--- config.mk ---
export PLATFORM = sky130hd
export DESIGN_NAME = isa_wait_ctrl
export DESIGN_NICKNAME = d
export VERILOG_FILES = /design/src/rtl/isa_wait_pkg.sv /design/src/rtl/isa_early_delay.sv /design/src/rtl/isa_sample_gate.sv /design/src/rtl/isa_strobe_decode.sv /design/src/rtl/isa_wait_ctrl.sv
export SDC_FILE = /design/constraint.sdc
export NUM_CORES = 1
export LEC_CHECK = 0
export ABC_AREA = 1
export ABC_CLOCK_PERIOD_IN_PS = 2500
export BUFFER_PORTS_ARGS = -buffer_cell sky130_fd_sc_hd__buf_4
export CAP_MARGIN = 20
export CORE_AREA = 2 2 39 41
export CTS_BUF_LIST = sky130_fd_sc_hd__clkbuf_4 sky130_fd_sc_hd__clkbuf_8
export CTS_CLUSTER_SIZE = 14
export DETAILED_ROUTE_END_ITERATION = 7
export DIE_AREA = 0 0 41 43
export GPL_TIMING_DRIVEN = 0
export PLACE_DENSITY = 0.72
export SYNTH_ARGS = -nofsm -noshare
export SYNTH_HDL_FRONTEND = slang
export SYNTH_SLANG_ARGS = --single-unit
--- constraint.sdc ---
create_clock -name clk -period 2.5 [get_ports clk]
set_input_delay 0.375 -clock clk [delete_from_list [all_inputs] [get_ports clk]]
set_output_delay 0.375 -clock clk [all_outputs]
set_load 0.1 [all_outputs]
--- src/rtl/isa_wait_pkg.sv ---
package isa_wait_pkg;

  // Strobe index; the encoding equals {io, wr}
  typedef enum logic [1:0] {
    CMD_MEM_RD = 2'd0,
    CMD_MEM_WR = 2'd1,
    CMD_IO_RD  = 2'd2,
    CMD_IO_WR  = 2'd3
  } isa_cmd_e;

  localparam int NUM_STROBES = 4;

  // Request attributes latched at acceptance
  typedef struct packed {
    logic io;
    logic wr;
    logic w16;
    logic fast;
    logic dly;
  } isa_req_t;

endpackage

--- src/rtl/isa_early_delay.sv ---
// Optional delay line for the early-end input. The stages are forced to
// "not asserted" when a command is accepted, so a delayed view never
// carries a value from before the command.
module isa_early_delay #(
  parameter int DLY_CLKS = 1
) (
  input  logic clk,
  input  logic rst_n,
  input  logic clear,
  input  logic dly_en,
  input  logic early_n_in,
  output logic early_n_out
);

  logic [DLY_CLKS:0] chain;

  assign chain[0] = early_n_in;

  for (genvar g = 0; g < DLY_CLKS; g++) begin : g_stage
    always_ff @(posedge clk or negedge rst_n) begin
      if (!rst_n)     chain[g+1] <= 1'b1;
      else if (clear) chain[g+1] <= 1'b1;
      else            chain[g+1] <= chain[g];
    end
  end

  assign early_n_out = dly_en ? chain[DLY_CLKS] : early_n_in;

endmodule

--- src/rtl/isa_sample_gate.sv ---
// Decides whether the early-end line may be sampled in a given period.
module isa_sample_gate #(
  parameter int CW            = 3,
  parameter int FIRST_8BIT_PER = 1
) (
  input  logic          fast,
  input  logic          io,
  input  logic          w16,
  input  logic [CW-1:0] per,
  output logic          en
);

  always_comb begin
    if (fast)     en = 1'b1;                       // every period, every type
    else if (w16) en = !io;                        // 16-bit memory only
    else          en = (per >= CW'(FIRST_8BIT_PER)); // 8-bit: from later period
  end

endmodule

--- src/rtl/isa_strobe_decode.sv ---
// One-hot active-low strobe decode.
module isa_strobe_decode
  import isa_wait_pkg::*;
(
  input  logic                   active,
  input  isa_cmd_e               cmd,
  output logic [NUM_STROBES-1:0] strb_n
);

  for (genvar i = 0; i < NUM_STROBES; i++) begin : g_strb
    assign strb_n[i] = !(active && (cmd == isa_cmd_e'(i)));
  end

endmodule

--- src/rtl/isa_wait_ctrl.sv ---
// ISA command sequencer with configurable early-end sampling.
// PER_CLKS must be 2 or more: the sample and the period end are on
// different edges.
module isa_wait_ctrl
  import isa_wait_pkg::*;
#(
  parameter int WS_8BIT  = 4,
  parameter int WS_16BIT = 1,
  parameter int PER_CLKS = 2,
  parameter int DLY_CLKS = 1
) (
  input  logic clk,
  input  logic rst_n,
  input  logic req_valid,
  output logic req_ready,
  input  logic req_io,
  input  logic req_wr,
  input  logic req_w16,
  input  logic fast_mode,
  input  logic dly_en,
  input  logic early_n,
  output logic strb_mem_rd_n,
  output logic strb_mem_wr_n,
  output logic strb_io_rd_n,
  output logic strb_io_wr_n,
  output logic busy,
  output logic done
);

  localparam int MAX_WS = (WS_8BIT > WS_16BIT) ? WS_8BIT : WS_16BIT;
  localparam int CW     = (MAX_WS > 0) ? $clog2(MAX_WS + 1) : 1;
  localparam int PW     = (PER_CLKS > 1) ? $clog2(PER_CLKS) : 1;

  logic          busy_q;
  isa_req_t      cfg_q;
  logic [PW-1:0] ph_q;
  logic [CW-1:0] per_q;
  logic          hit_q;

  logic          accept;
  logic          ph_samp;
  logic          ph_last;
  logic [CW-1:0] lim;
  logic          fin;
  logic          samp_en;
  logic          early_use_n;
  isa_cmd_e      cmd;
  logic [NUM_STROBES-1:0] strb_n;

  assign accept  = req_valid && !busy_q;
  assign ph_samp = (ph_q == '0);
  assign ph_last = (ph_q == PW'(PER_CLKS - 1));
  assign lim     = cfg_q.w16 ? CW'(WS_16BIT) : CW'(WS_8BIT);
  assign fin     = hit_q || (per_q == lim);
  assign cmd     = isa_cmd_e'({cfg_q.io, cfg_q.wr});

  isa_early_delay #(.DLY_CLKS(DLY_CLKS)) u_dly (
    .clk         (clk),
    .rst_n       (rst_n),
    .clear       (accept),
    .dly_en      (cfg_q.dly),
    .early_n_in  (early_n),
    .early_n_out (early_use_n)
  );

  isa_sample_gate #(.CW(CW), .FIRST_8BIT_PER(1)) u_gate (
    .fast (cfg_q.fast),
    .io   (cfg_q.io),
    .w16  (cfg_q.w16),
    .per  (per_q),
    .en   (samp_en)
  );

  isa_strobe_decode u_dec (
    .active (busy_q),
    .cmd    (cmd),
    .strb_n (strb_n)
  );

  always_ff @(posedge clk or negedge rst_n) begin
    if (!rst_n) begin
      busy_q <= 1'b0;
      cfg_q  <= '0;
      ph_q   <= '0;
      per_q  <= '0;
      hit_q  <= 1'b0;
    end else if (accept) begin
      busy_q <= 1'b1;
      cfg_q  <= '{io: req_io, wr: req_wr, w16: req_w16,
                  fast: fast_mode, dly: dly_en};
      ph_q   <= '0;
      per_q  <= '0;
      hit_q  <= 1'b0;
    end else if (busy_q) begin
      // mid-period sample at the end of the first clock
      if (ph_samp && samp_en && !early_use_n)
        hit_q <= 1'b1;
      if (ph_last) begin
        ph_q <= '0;
        if (fin) busy_q <= 1'b0;
        else     per_q  <= per_q + 1'b1;
      end else begin
        ph_q <= ph_q + 1'b1;
      end
    end
  end

  assign req_ready     = !busy_q;
  assign busy          = busy_q;
  assign done          = busy_q && ph_last && fin;
  assign strb_mem_rd_n = strb_n[CMD_MEM_RD];
  assign strb_mem_wr_n = strb_n[CMD_MEM_WR];
  assign strb_io_rd_n  = strb_n[CMD_IO_RD];
  assign strb_io_wr_n  = strb_n[CMD_IO_WR];

endmodule

* Word level (Yosys, flattened, before mapping)
Index checks and enable logic that the tools add are counted.
** Operators by class
- Reduce and logical (&&, ||, !) cells :: 23
- Bitwise operators :: 1
- Muxes and demuxes :: 19
- Eq/ne operators :: 5
- Magnitude comparators :: 1
- $add $sub $neg :: 2
** Operator list (count)
- 3-bit two-way mux :: 5
- 1-bit two-way mux :: 14
- 1-bit logical AND :: 9
- 1-bit logical NOT :: 7
- 2-bit nonzero test :: 3
- 2-bit == test (second input constant) :: 2
- 3-bit by 1-bit adder with 3-bit output (second input constant) :: 1
- 3-bit == test :: 1
- 3-bit by 1-bit >= comparator with 1-bit output (second input constant) :: 1
- 3-bit AND reduction :: 1
- 2-bit by 1-bit == test with 1-bit output (second input constant) :: 1
- 2-bit logical NOT :: 1
- 2-bit != test (second input constant) :: 1
- 2-bit AND reduction :: 1
- 1-bit adder (second input constant) :: 1
- 1-bit logical OR :: 1
- 1-bit NOT :: 1
** Storage, ports and cells
- Logic and storage cells :: 61
- Bits in registers :: 12
- Output and inout bits :: 7
- Input bits :: 9

* Longest topological paths before layout
- Word-level depth :: 8
- Gate-level depth with buffers :: 9
- Depth with buffers taken out :: 9

* By module
A second synthesis with hierarchy kept.
** Unflattened totals
- Cell total of the unflattened synthesis :: 87
- Area, all modules :: 621.8 µm²
** Modules (own cells, without submodules)
- isa_wait_ctrl :: seq. area each 275.3 µm², area an instance 514.2 µm², instances 1, cells an instance 66
- isa_early_delay :: seq. area each 26.3 µm², area an instance 47.5 µm², instances 1, cells an instance 6
- isa_sample_gate :: seq. area each 0.0 µm², area an instance 30.0 µm², instances 1, cells an instance 8
- isa_strobe_decode :: seq. area each 0.0 µm², area an instance 30.0 µm², instances 1, cells an instance 7

* Worst setup path after synthesis
OpenSTA, ideal clock, no wires.
- Path kind :: reg2out
- Start :: register busy_q, in the netlist busy
- End :: output port done
- Buffers on the path :: 1
- Data arrival time :: 2.062 ns
- Data required time :: 2.125 ns
- Setup slack :: 0.063 ns
- Stages on the path, launching flop included :: 4
- Cell sequence :: dfrtp_1 -> buf_6 -> nand2_4 -> nor2_2
** Between the ends
- Longest elaborated chain between the ends :: 2
** Ends and longest elaborated chain
- start: declaration :: RTL line isa_wait_ctrl.sv:34 : logic busy_q;
- start signal: assignment :: RTL line isa_wait_ctrl.sv:82 : busy_q <= 1'b0;
- start signal: assignment :: RTL line isa_wait_ctrl.sv:88 : busy_q <= 1'b1;
- start signal: assignment :: RTL line isa_wait_ctrl.sv:100 : if (fin) busy_q <= 1'b0;
- 1-bit logical AND (2 in series) :: RTL line isa_wait_ctrl.sv:110 : assign done = busy_q && ph_last && fin;
- end: declaration :: RTL line isa_wait_ctrl.sv:27 : output logic done
No other way between the ends.

* Final worst setup path
- Start :: register per_q[0]
- End :: output port done
** Between the ends
- Longest elaborated chain between the ends :: 3
** Ends and longest elaborated chain
- start: declaration :: RTL line isa_wait_ctrl.sv:37 : logic [CW-1:0] per_q;
- start signal: assignment :: RTL line isa_wait_ctrl.sv:101 : else per_q <= per_q + 1'b1;
- 3-bit == test :: RTL line isa_wait_ctrl.sv:54 : assign fin = hit_q || (per_q == lim);
- 1-bit logical OR :: RTL line isa_wait_ctrl.sv:54
- 1-bit logical AND :: RTL line isa_wait_ctrl.sv:110
No other way between the ends.

==> flow_metrics.tcl <==
set metrics [dict create \
    outcome "completed" \
    die_area_um2 1760 \
    crit_start "per_q[0]$_DFFE_PN0P_" \
    crit_top_cell "nand2_1" \
    rsz0062_at_grt "no" \
    fin_crit_ps 1960 \
    clock_sinks 12 \
    setup_slack_ps 540 \
    ios 16 \
    rrSetupSlack_ps 1300 \
    wl_um 1220 \
    crit_slowest_cell "dfrtp_1" \
    cts_buffer_depth 2 \
    place_hpwl_um 949 \
    ys_seq_elements 12 \
    hold_start "early_n" \
    grt_antenna_before_repair 0 \
    cts_buffers 3 \
    synth_top_cell_area_share_pct 41.6 \
    fin_worst_skew_ps 1.01 \
    maxSlewViolCount 0 \
    fillers 130 \
    synth_area_per_cell_um2 8.27 \
    final_common_cell "nand2_1" \
    worstMarginPinSlew_ps 283 \
    final_cell_mix "nand2_1 (18), buf_4 (16), dfrtp_1 (11), inv_1 (10), nand3_1 (7)" \
    synthesis.nets 91 \
    regArea_um2 302 \
    grt_pass1_wl_um 2130 \
    initial_core_util_pct 47.8 \
    crit_fanout 6 \
    syn-cell-area_um2 662 \
    synth_fa_ha_area_share_pct 3.78 \
    maxCapViolations 0 \
    n_antenna_cell 0 \
    crit_end "done" \
    reg2reg_to "hit_q$_DFFE_PN0P_" \
    die_h_um 43 \
    drc 0 \
    port_buffers 15 \
    post_drt_wl_per_cell_um 10.5 \
    via_count 555 \
    slew_headroom_pct 81.3 \
    setup_viol 0 \
    fmax_mhz 510 \
    coreArea_um2 1380 \
    cts-root-buf "clkbuf_4" \
    area_growth_pct 27.0 \
    htree_levels 1 \
    synth-compound-area-share_pct 6.05 \
    reg2reg_depth 7 \
    dr.pass1.iters 4 \
    crit_path_cell_trace "nand2_1 -> inv_1 -> nor2_1 -> nand2_1 -> nand2_2 -> nand2_4 -> nor2_2 -> buf_4" \
    finalHoldViolations 0 \
    die_w_um 41 \
    drive_above_1_share_pct 35.0 \
    multi_input_area_um2 300 \
    dpl_worst_slack_ps 822 \
    worstSetupPathType "reg -> out" \
    insertion_delay_ps 270 \
    clkTransAtPathRegs_ps 70 \
    grt_max_degree 13 \
    initialDrtViolationCount 5 \
    yosys.area_share.simple_pct 34.2 \
    start_kind "flip-flop" \
    cts_tree "built" \
    critPathCaptureType "output pin" \
    cp.arrival_ps 1580 \
    drtAntennaViolNets 0 \
    synth_top_family_by_area "simple AND/OR/NAND/NOR gates" \
    synthTopCellsByArea "dfrtp_1 (42%), nand2_1 (10%), inv_1 (5.7%)" \
    synth.distinct_cells 20 \
    ys_seq_area_share_pct 45.6 \
    rows 14 \
    synth_xor_area_share_pct 1.32 \
    required_ps 2120 \
    period_share_pct 78.4 \
    syn_inst 80 \
    finalWeightedCongestion 0.652 \
    vias_per_cell 4.78 \
    ctsResizeCount 0 \
    yosysTopAreaCell "dfrtp_1" \
    reg2reg_from "per_q[0]$_DFFE_PN0P_" \
    fin_nets 112 \
    critPathMaxStageDelay_ps 450 \
    overflow 0 \
    synth.area.mux_share_pct 0 \
    hold_class "in -> reg" \
    ys.warnings.count 0 \
    tns_ps 0 \
    grt_pass1_vias 530 \
    track_usage_pct 17.6 \
]
-- what timing repair did --
item	in CTS	in global routing
hold endpoints to repair	11	0
endpoints found under the setup margin	0	0
buffers inserted	0	0
hold buffers	1	0
-- through the flow --
stage	cells	hold slack, ps	util (%)	cell area, um2
after floorplan	80	79.4	-	662
after global placement	111	222	57.4	795
after detailed placement	111	223	57.4	795
after CTS	116	306	60.8	841
after global routing	116	310	60.8	841
final	116	305	60.8	841
-- worst min-delay path by stage --
stage | slack, ps | depth (start not counted) | to
after floorplan | 80 | 0 | busy$_DFF_PN0_
after global placement | 220 | 1 | ph_last$_DFFE_PN0P_
after detailed placement | 220 | 1 | ph_last$_DFFE_PN0P_
after CTS | 310 | 3 | cfg_q[4]$_DFFE_PN0P_
after global routing | 310 | 3 | cfg_q[4]$_DFFE_PN0P_
final | 310 | 2 | u_dly.chain[1]$_DFF_PN1_
-- layer usage --
metal,vias up,GRT usage [%],wire (um)
li1,286,-,-
met1,255,23.5,521
met2,12,28.1,642
met3,2,3.14,38
met4,0,4.67,13
met5,-,0,0
-- logic make-up (layout without fill, tap and decap cells) --
kind of cell | Yosys count | after routing
flip-flops | 12 | 12
AND/OR/NAND/NOR | 44 | 44
adder cells (fa/ha/maj) | 2 | 2
buffers and inverters | 13 | 33
AO/OA/AOI/OAI | 8 | 8
XOR/XNOR | 1 | 1
-- flip-flops by register name (all words and copies together), names as in the netlist --
register,count
busy,1
hit_q,1
ph_last,1
cfg_q,5
per_q,3
u_dly.chain,1
-- synth_stat cells --
cell type and count:
a21oi_1 1, buf_4 1, buf_6 1, dfrtp_1 11
dfstp_2 1, ha_1 2, inv_1 10, inv_2 1
nand2_1 18, nand2_2 1, nand2_4 2, nand3_1 7
nand4_1 1, nor2_1 6, nor2_2 6, nor2_4 2
o21ai_0 4, o21ai_1 3, or2_2 1, xnor2_1 1
-- final cells by class --
type / count / share of cell area (%)
buffer: 2 / 2.23
clock buffer: 4 / 4.32
inverter: 11 / 4.91
multi-input combinational: 55 / 35.7
sequential: 12 / 35.9
tap: 16 / 2.38
timing repair buffer: 16 / 14.6
-- worst max-delay path: cells and delay by family, from the launching register on --
family | cells | cell delay (ps)
DFF | 1 | 450
buffers and inverters | 2 | 340
and+or+nand+nor | 6 | 530
Power is left out: the tool's default activity adds up to more than one toggle a clock period on the data nets, which glitch-free logic cannot reach.
